### src/rtl/rx_sfd_pkg.sv
package rx_sfd_pkg;
  localparam int NIB_W  = 4;
  localparam int BYTE_W = 2 * NIB_W;
  localparam int WIN_W  = 3 * NIB_W;
  localparam int POS_W  = $clog2(NIB_W);
  localparam int SH_W   = POS_W + 1;
  // flag bits with the earliest serial bit in bit 0: 1,0,1,0,1,0,1,1
  localparam logic [BYTE_W-1:0] FLAG_BITS = 8'hD5;

  typedef enum logic {ST_HUNT, ST_DATA} rx_st_t;

  // window holds {current, previous, older} samples; the match ends at bit pos of current
  function automatic logic flag_at(input logic [WIN_W-1:0] win, input int unsigned pos);
    return win[pos + 1 +: BYTE_W] == FLAG_BITS;
  endfunction

  // rebuild one data nibble that starts sh bits into the previous sample
  function automatic logic [NIB_W-1:0] realign(input logic [NIB_W-1:0] cur,
                                               input logic [NIB_W-1:0] prev,
                                               input logic [SH_W-1:0]  sh);
    logic [2*NIB_W-1:0] pair;
    pair = {cur, prev} >> sh;
    return pair[NIB_W-1:0];
  endfunction
endpackage

### src/rtl/rx_sfd_hist.sv
module rx_sfd_hist
  import rx_sfd_pkg::*;
(
  input  logic             clk,
  input  logic             rst_n,
  input  logic             valid,
  input  logic             search_mode,
  input  logic [NIB_W-1:0] nib,
  output logic [NIB_W-1:0] prev_nib,
  output logic             hit,
  output logic [POS_W-1:0] hit_pos
);
  logic [NIB_W-1:0] p1, p2;
  logic [WIN_W-1:0] win;
  logic [NIB_W-1:0] lane_hit;

  always_ff @(posedge clk or negedge rst_n) begin
    if (!rst_n) begin
      p1 <= '0;
      p2 <= '0;
    end else if (!valid) begin
      p1 <= '0;
      p2 <= '0;
    end else begin
      p2 <= p1;
      p1 <= nib;
    end
  end

  assign win      = {nib, p1, p2};
  assign prev_nib = p1;

  // one comparator per ending offset; aligned mode keeps only the boundary lane
  for (genvar k = 0; k < NIB_W; k++) begin : g_lane
    assign lane_hit[k] = flag_at(win, k) && ((k == NIB_W - 1) || search_mode);
  end

  always_comb begin
    hit     = 1'b0;
    hit_pos = POS_W'(NIB_W - 1);
    for (int k = NIB_W - 1; k >= 0; k--) begin
      if (lane_hit[k]) begin
        hit     = 1'b1;
        hit_pos = POS_W'(k);
      end
    end
  end
endmodule

### src/rtl/rx_sfd_pack.sv
module rx_sfd_pack
  import rx_sfd_pkg::*;
(
  input  logic              clk,
  input  logic              rst_n,
  input  logic              clr,
  input  logic              nib_en,
  input  logic [NIB_W-1:0]  nib,
  output logic              byte_valid,
  output logic [BYTE_W-1:0] byte_data,
  output logic              half
);
  logic [NIB_W-1:0] lo_q;

  always_ff @(posedge clk or negedge rst_n) begin
    if (!rst_n) begin
      lo_q       <= '0;
      half       <= 1'b0;
      byte_valid <= 1'b0;
      byte_data  <= '0;
    end else if (clr) begin
      half       <= 1'b0;
      byte_valid <= 1'b0;
    end else begin
      byte_valid <= 1'b0;
      if (nib_en) begin
        if (!half) begin
          lo_q <= nib;
          half <= 1'b1;
        end else begin
          byte_data  <= {nib, lo_q};
          byte_valid <= 1'b1;
          half       <= 1'b0;
        end
      end
    end
  end
endmodule

### src/rtl/rx_sfd_nibble.sv
module rx_sfd_nibble
  import rx_sfd_pkg::*;
(
  input  logic              clk,
  input  logic              rst_n,
  input  logic              search_mode,
  input  logic              rx_valid,
  input  logic              rx_err,
  input  logic [NIB_W-1:0]  rx_nib,
  output logic              frm_start,
  output logic              byte_valid,
  output logic [BYTE_W-1:0] byte_data,
  output logic              frm_end,
  output logic              frm_discard,
  output logic              frm_dribble
);
  rx_st_t           st;
  logic [SH_W-1:0]  sh;
  logic             err_seen;
  logic [NIB_W-1:0] prev_nib;
  logic             hit;
  logic [POS_W-1:0] hit_pos;
  logic             half;
  logic [NIB_W-1:0] data_nib;

  // named internal events, used by the logic and by the bound checker
  logic flag_evt, close_evt, data_evt;
  assign flag_evt  = (st == ST_HUNT) && rx_valid && hit;
  assign data_evt  = (st == ST_DATA) && rx_valid;
  assign close_evt = (st == ST_DATA) && !rx_valid;
  assign data_nib  = realign(rx_nib, prev_nib, sh);

  rx_sfd_hist u_hist (
    .clk         (clk),
    .rst_n       (rst_n),
    .valid       (rx_valid),
    .search_mode (search_mode),
    .nib         (rx_nib),
    .prev_nib    (prev_nib),
    .hit         (hit),
    .hit_pos     (hit_pos)
  );

  rx_sfd_pack u_pack (
    .clk        (clk),
    .rst_n      (rst_n),
    .clr        (flag_evt),
    .nib_en     (data_evt),
    .nib        (data_nib),
    .byte_valid (byte_valid),
    .byte_data  (byte_data),
    .half       (half)
  );

  always_ff @(posedge clk or negedge rst_n) begin
    if (!rst_n) begin
      st          <= ST_HUNT;
      sh          <= SH_W'(NIB_W);
      err_seen    <= 1'b0;
      frm_start   <= 1'b0;
      frm_end     <= 1'b0;
      frm_discard <= 1'b0;
      frm_dribble <= 1'b0;
    end else begin
      frm_start   <= flag_evt;
      frm_end     <= close_evt;
      frm_discard <= close_evt && err_seen;
      frm_dribble <= close_evt && half;
      if (!rx_valid)   err_seen <= 1'b0;
      else if (rx_err) err_seen <= 1'b1;
      if (flag_evt) begin
        st <= ST_DATA;
        sh <= SH_W'(hit_pos) + SH_W'(1);
      end else if (!rx_valid) begin
        st <= ST_HUNT;
      end
    end
  end
endmodule

### config.mk
export PLATFORM = sky130hd
export DESIGN_NAME = rx_sfd_nibble
export DESIGN_NICKNAME = d
export VERILOG_FILES = /design/src/rtl/rx_sfd_pkg.sv /design/src/rtl/rx_sfd_hist.sv /design/src/rtl/rx_sfd_pack.sv /design/src/rtl/rx_sfd_nibble.sv
export SDC_FILE = /design/constraint.sdc
export NUM_CORES = 1
export LEC_CHECK = 0
export ABC_AREA = 0
export BUFFER_PORTS_ARGS = -buffer_cell sky130_fd_sc_hd__buf_2
export CAP_MARGIN = 20
export CORE_ASPECT_RATIO = 0.75
export CORE_MARGIN = 8
export CORE_UTILIZATION = 58
export CTS_BUF_LIST = sky130_fd_sc_hd__clkbuf_16
export DETAILED_ROUTE_END_ITERATION = 16
export PLACE_DENSITY = 0.79
export SLEW_MARGIN = 20
export SYNTH_ARGS = -nofsm -noshare
export SYNTH_HDL_FRONTEND = slang
export SYNTH_SLANG_ARGS = --single-unit
### constraint.sdc
create_clock -name clk -period 3.07 [get_ports clk]
set_input_delay 0.614 -clock clk [delete_from_list [all_inputs] [get_ports clk]]
set_output_delay 0.614 -clock clk [all_outputs]
set_load 0.02 [all_outputs]
==> metrics.md <==
| Metric | Value |
|---|---|
| Overflow after GRT | 0 |
| Post-CTS Resized | 0 |
| Run status | finished clean |
| Drt drc | 0 |
| Max-Cap Viols | 0 |
| CP endpoint kind | register |
| Post-synthesis simple-gate area fraction | 0.167 |
| Die Span X | 71.4 um |
| YS warnings | 0 |
| ANT nets after route | 0 |
| Setup_tns | 0 ps |
| Synth Area per Inst | 11.9 sq um |
| Clk_skew | 5.35 ps |
| Fin nets | 146 |
| Final period utilization | 0.628 |
| Core outline area | 2230 sq um |
| GPL Wtd Cong | 0.913 |
| Fmax | 519 MHz |
| Crit start category | primary input |
| Main combinational cell family by area after synthesis | simple AND/OR/NAND/NOR gates |
| IO buf count | 21 |
| Power Dens Cells | 580 nW/um^2 |
| Leakage | 0.782 nW |
| Starting Density | 0.598 |
| Pre-antenna DRT Iters | 4 |
| Arrival time of the worst setup path | 2080 ps |
| Layout cells sized above 1 | 0.301 |
| Fraction of synthesized cell area in xor and xnor cells | 0 |
| Ys flop type | dfrtp_1 |
| Cell Rows | 15 |
| Worst min path class | primary input to asynchronous set/reset pin |
| Final min period | 1930 ps |
| Setup crit start | search_mode |
| Post-synth top area cell | dfrtp_1 |
| Post-synth EDFFs | 0 |
| Worst hold slack | 366 ps |
| Largest net degree at the start of global routing | 31 |
| Die Ht | 57.6 um |
| Total track usage | 0.136 |
| Antenna violations before repair | 0 |
| Vias in the first global route | 932 |
| Post-Route WL | 2.43 mm |
| Vias per cell | 5.60 |
| Final setup fails | 0 |
| Wire per inst | 15.1 um |
| Yosys cell types | 32 |
| Die ar. | 4110 sq um |
| CTS Buf Count | 5 |
| Slew margin rel. | 0.572 |
| VDD IR max | 438 uV |
| CP required | 3220 ps |
| Synth area leaders | dfrtp_1 54%, mux2i_1 6.0%, o21ai_0 4.1% |
| Num Clock Sinks | 30 |
| Count leader, synth | dfrtp_1 |
| Unrepaired setup endpoints after global routing | false |
| Clock Latency Late Sink | 270 ps |
| # diodes | 0 |
| Synth Instances | 112 |
| Compound-Gate Fraction of Synth Area | 0.108 |
| Clk buf depth | 2 |
| Seq/Total Area, Yosys | 0.563 |
| Share of the synthesized area in the top cell type | 0.543 |
| Placement Setup Slack | 872 ps |
| Crit-path max FO | 4 |
| H-tree depth | 2 |
| Initial drt markers | 35 |
| Ys async rst share | 1.00 |
| Postcts setup bufs | 0 |
| Area growth syn-to-layout | 19.1% |
| CTS tree | yes |
| #FFs+latches synth | 30 |
| Final Hold Violating Endpoints | 0 |
| Synthesized area | 1340 sq um |
| Reg-to-reg startpoint | u_hist.prev_nib[0] |
| CTS clk-pin slew, worst paths | 50 ps |
| Fraction of synthesized area in multiplexers | 0.127 |
| Hold_buf cts | 0 |
| Total number of vias | 901 |
| Post-synth top cells | 29 x dfrtp_1, 12 x nand2_1, 11 x o21ai_0 |
| Syn_nets | 122 |
| Final Worst Setup Slack | 1140 ps |
| Slew Viols, Final | 0 |
| DP HPWL | 1.80 mm |
| CTS root buf | clkbuf_16 |
| Type of the worst setup path | primary input to register |
| Slew of the pin with the lowest slew margin | 642 ps |
| Adder-Cell Fraction of Synth Area | 0.00936 |
| First-pass GRT wire length | 4.28 mm |
| I/O pin count | 22 |
[flip-flops by register name, indices dropped and copies added (netlist names)]
register / count
err_seen: 1
frm_discard: 1
frm_dribble: 1
frm_end: 1
frm_start: 1
sh: 3
st: 1
u_hist.p2: 3
u_hist.prev_nib: 4
u_pack.byte_data: 8
u_pack.byte_valid: 1
u_pack.half: 1
u_pack.lo_q: 4
[stage by stage]
step / instance area, sq um / power (mW) / instances / util
floorplan: 1340 / 0.461 / 112 / -
global placement: 1460 / 0.485 / 154 / 0.652
detailed placement: 1460 / 0.488 / 154 / 0.652
CTS: 1590 / 0.938 / 161 / 0.713
global route: 1590 / 0.960 / 161 / 0.713
finish: 1590 / 0.923 / 161 / 0.713
[routing by layer]
metal	GRT usage	part of all wire	vias to the layer above
li1	-	-	439
met1	0.154	0.46	434
met2	0.202	0.45	21
met3	0.0629	0.063	7
met4	0.0885	0.024	0
met5	0	0	-
[cell type report]
type,count,area [sq um]
flip-flops and latches,30,752
inverters,5,18.8
repair buffers,21,105
fillers,150,642
well taps,25,31.3
multi-input cells,73,549
clock buffers,5,125
clock inverters,2,10.0
[placed cells by master, fill, tap and decap left out, types with 2 or more instances in the layout]
cell type  instances
mux2i_1            8
inv_1              5
buf_2             21
and2_1             8
nor3_1             2
dfrtp_1           29
nand3_1            2
nor2b_1            2
clkbuf_16          5
nand3b_1           3
o21ai_0           11
nand2b_1           3
nand2_1           12
mux2_1             2
mux2_2             4
clkinv_2           2
[power by group]
part           switching [mW]  internal (mW)  total, mW
clock network           0.152          0.290      0.442
registers              0.0115          0.410      0.422
logic                  0.0348         0.0244     0.0592
[worst paths after layout]
check,end,slack (ps),cells after the start
worst max-delay path,sh[1],1140,6
worst min-delay path,frm_discard,370,1
worst max register to register,sh[1],1190,5
worst min register to register,u_pack.byte_data[4],470,2
max in group asynchronous,u_hist.prev_nib[3],2280,1
min in group clk,u_pack.byte_data[4],470,2
[worst max-delay path, stage by stage]
cell       delay (ps)
buf_2              90
or2b_1            270
a2111oi_4         450
inv_1              80
ha_1              300
mux2_1            280
[kinds of logic after synthesis]
kind of cell	after synthesis
AND/OR/NAND/NOR	38
multiplexers	15
flip-flops	30
AO/OA/AOI/OAI	19
buffers and inverters	9
adder cells (fa/ha/maj)	1
No activity file was read; power rests on OpenSTA's default activity.
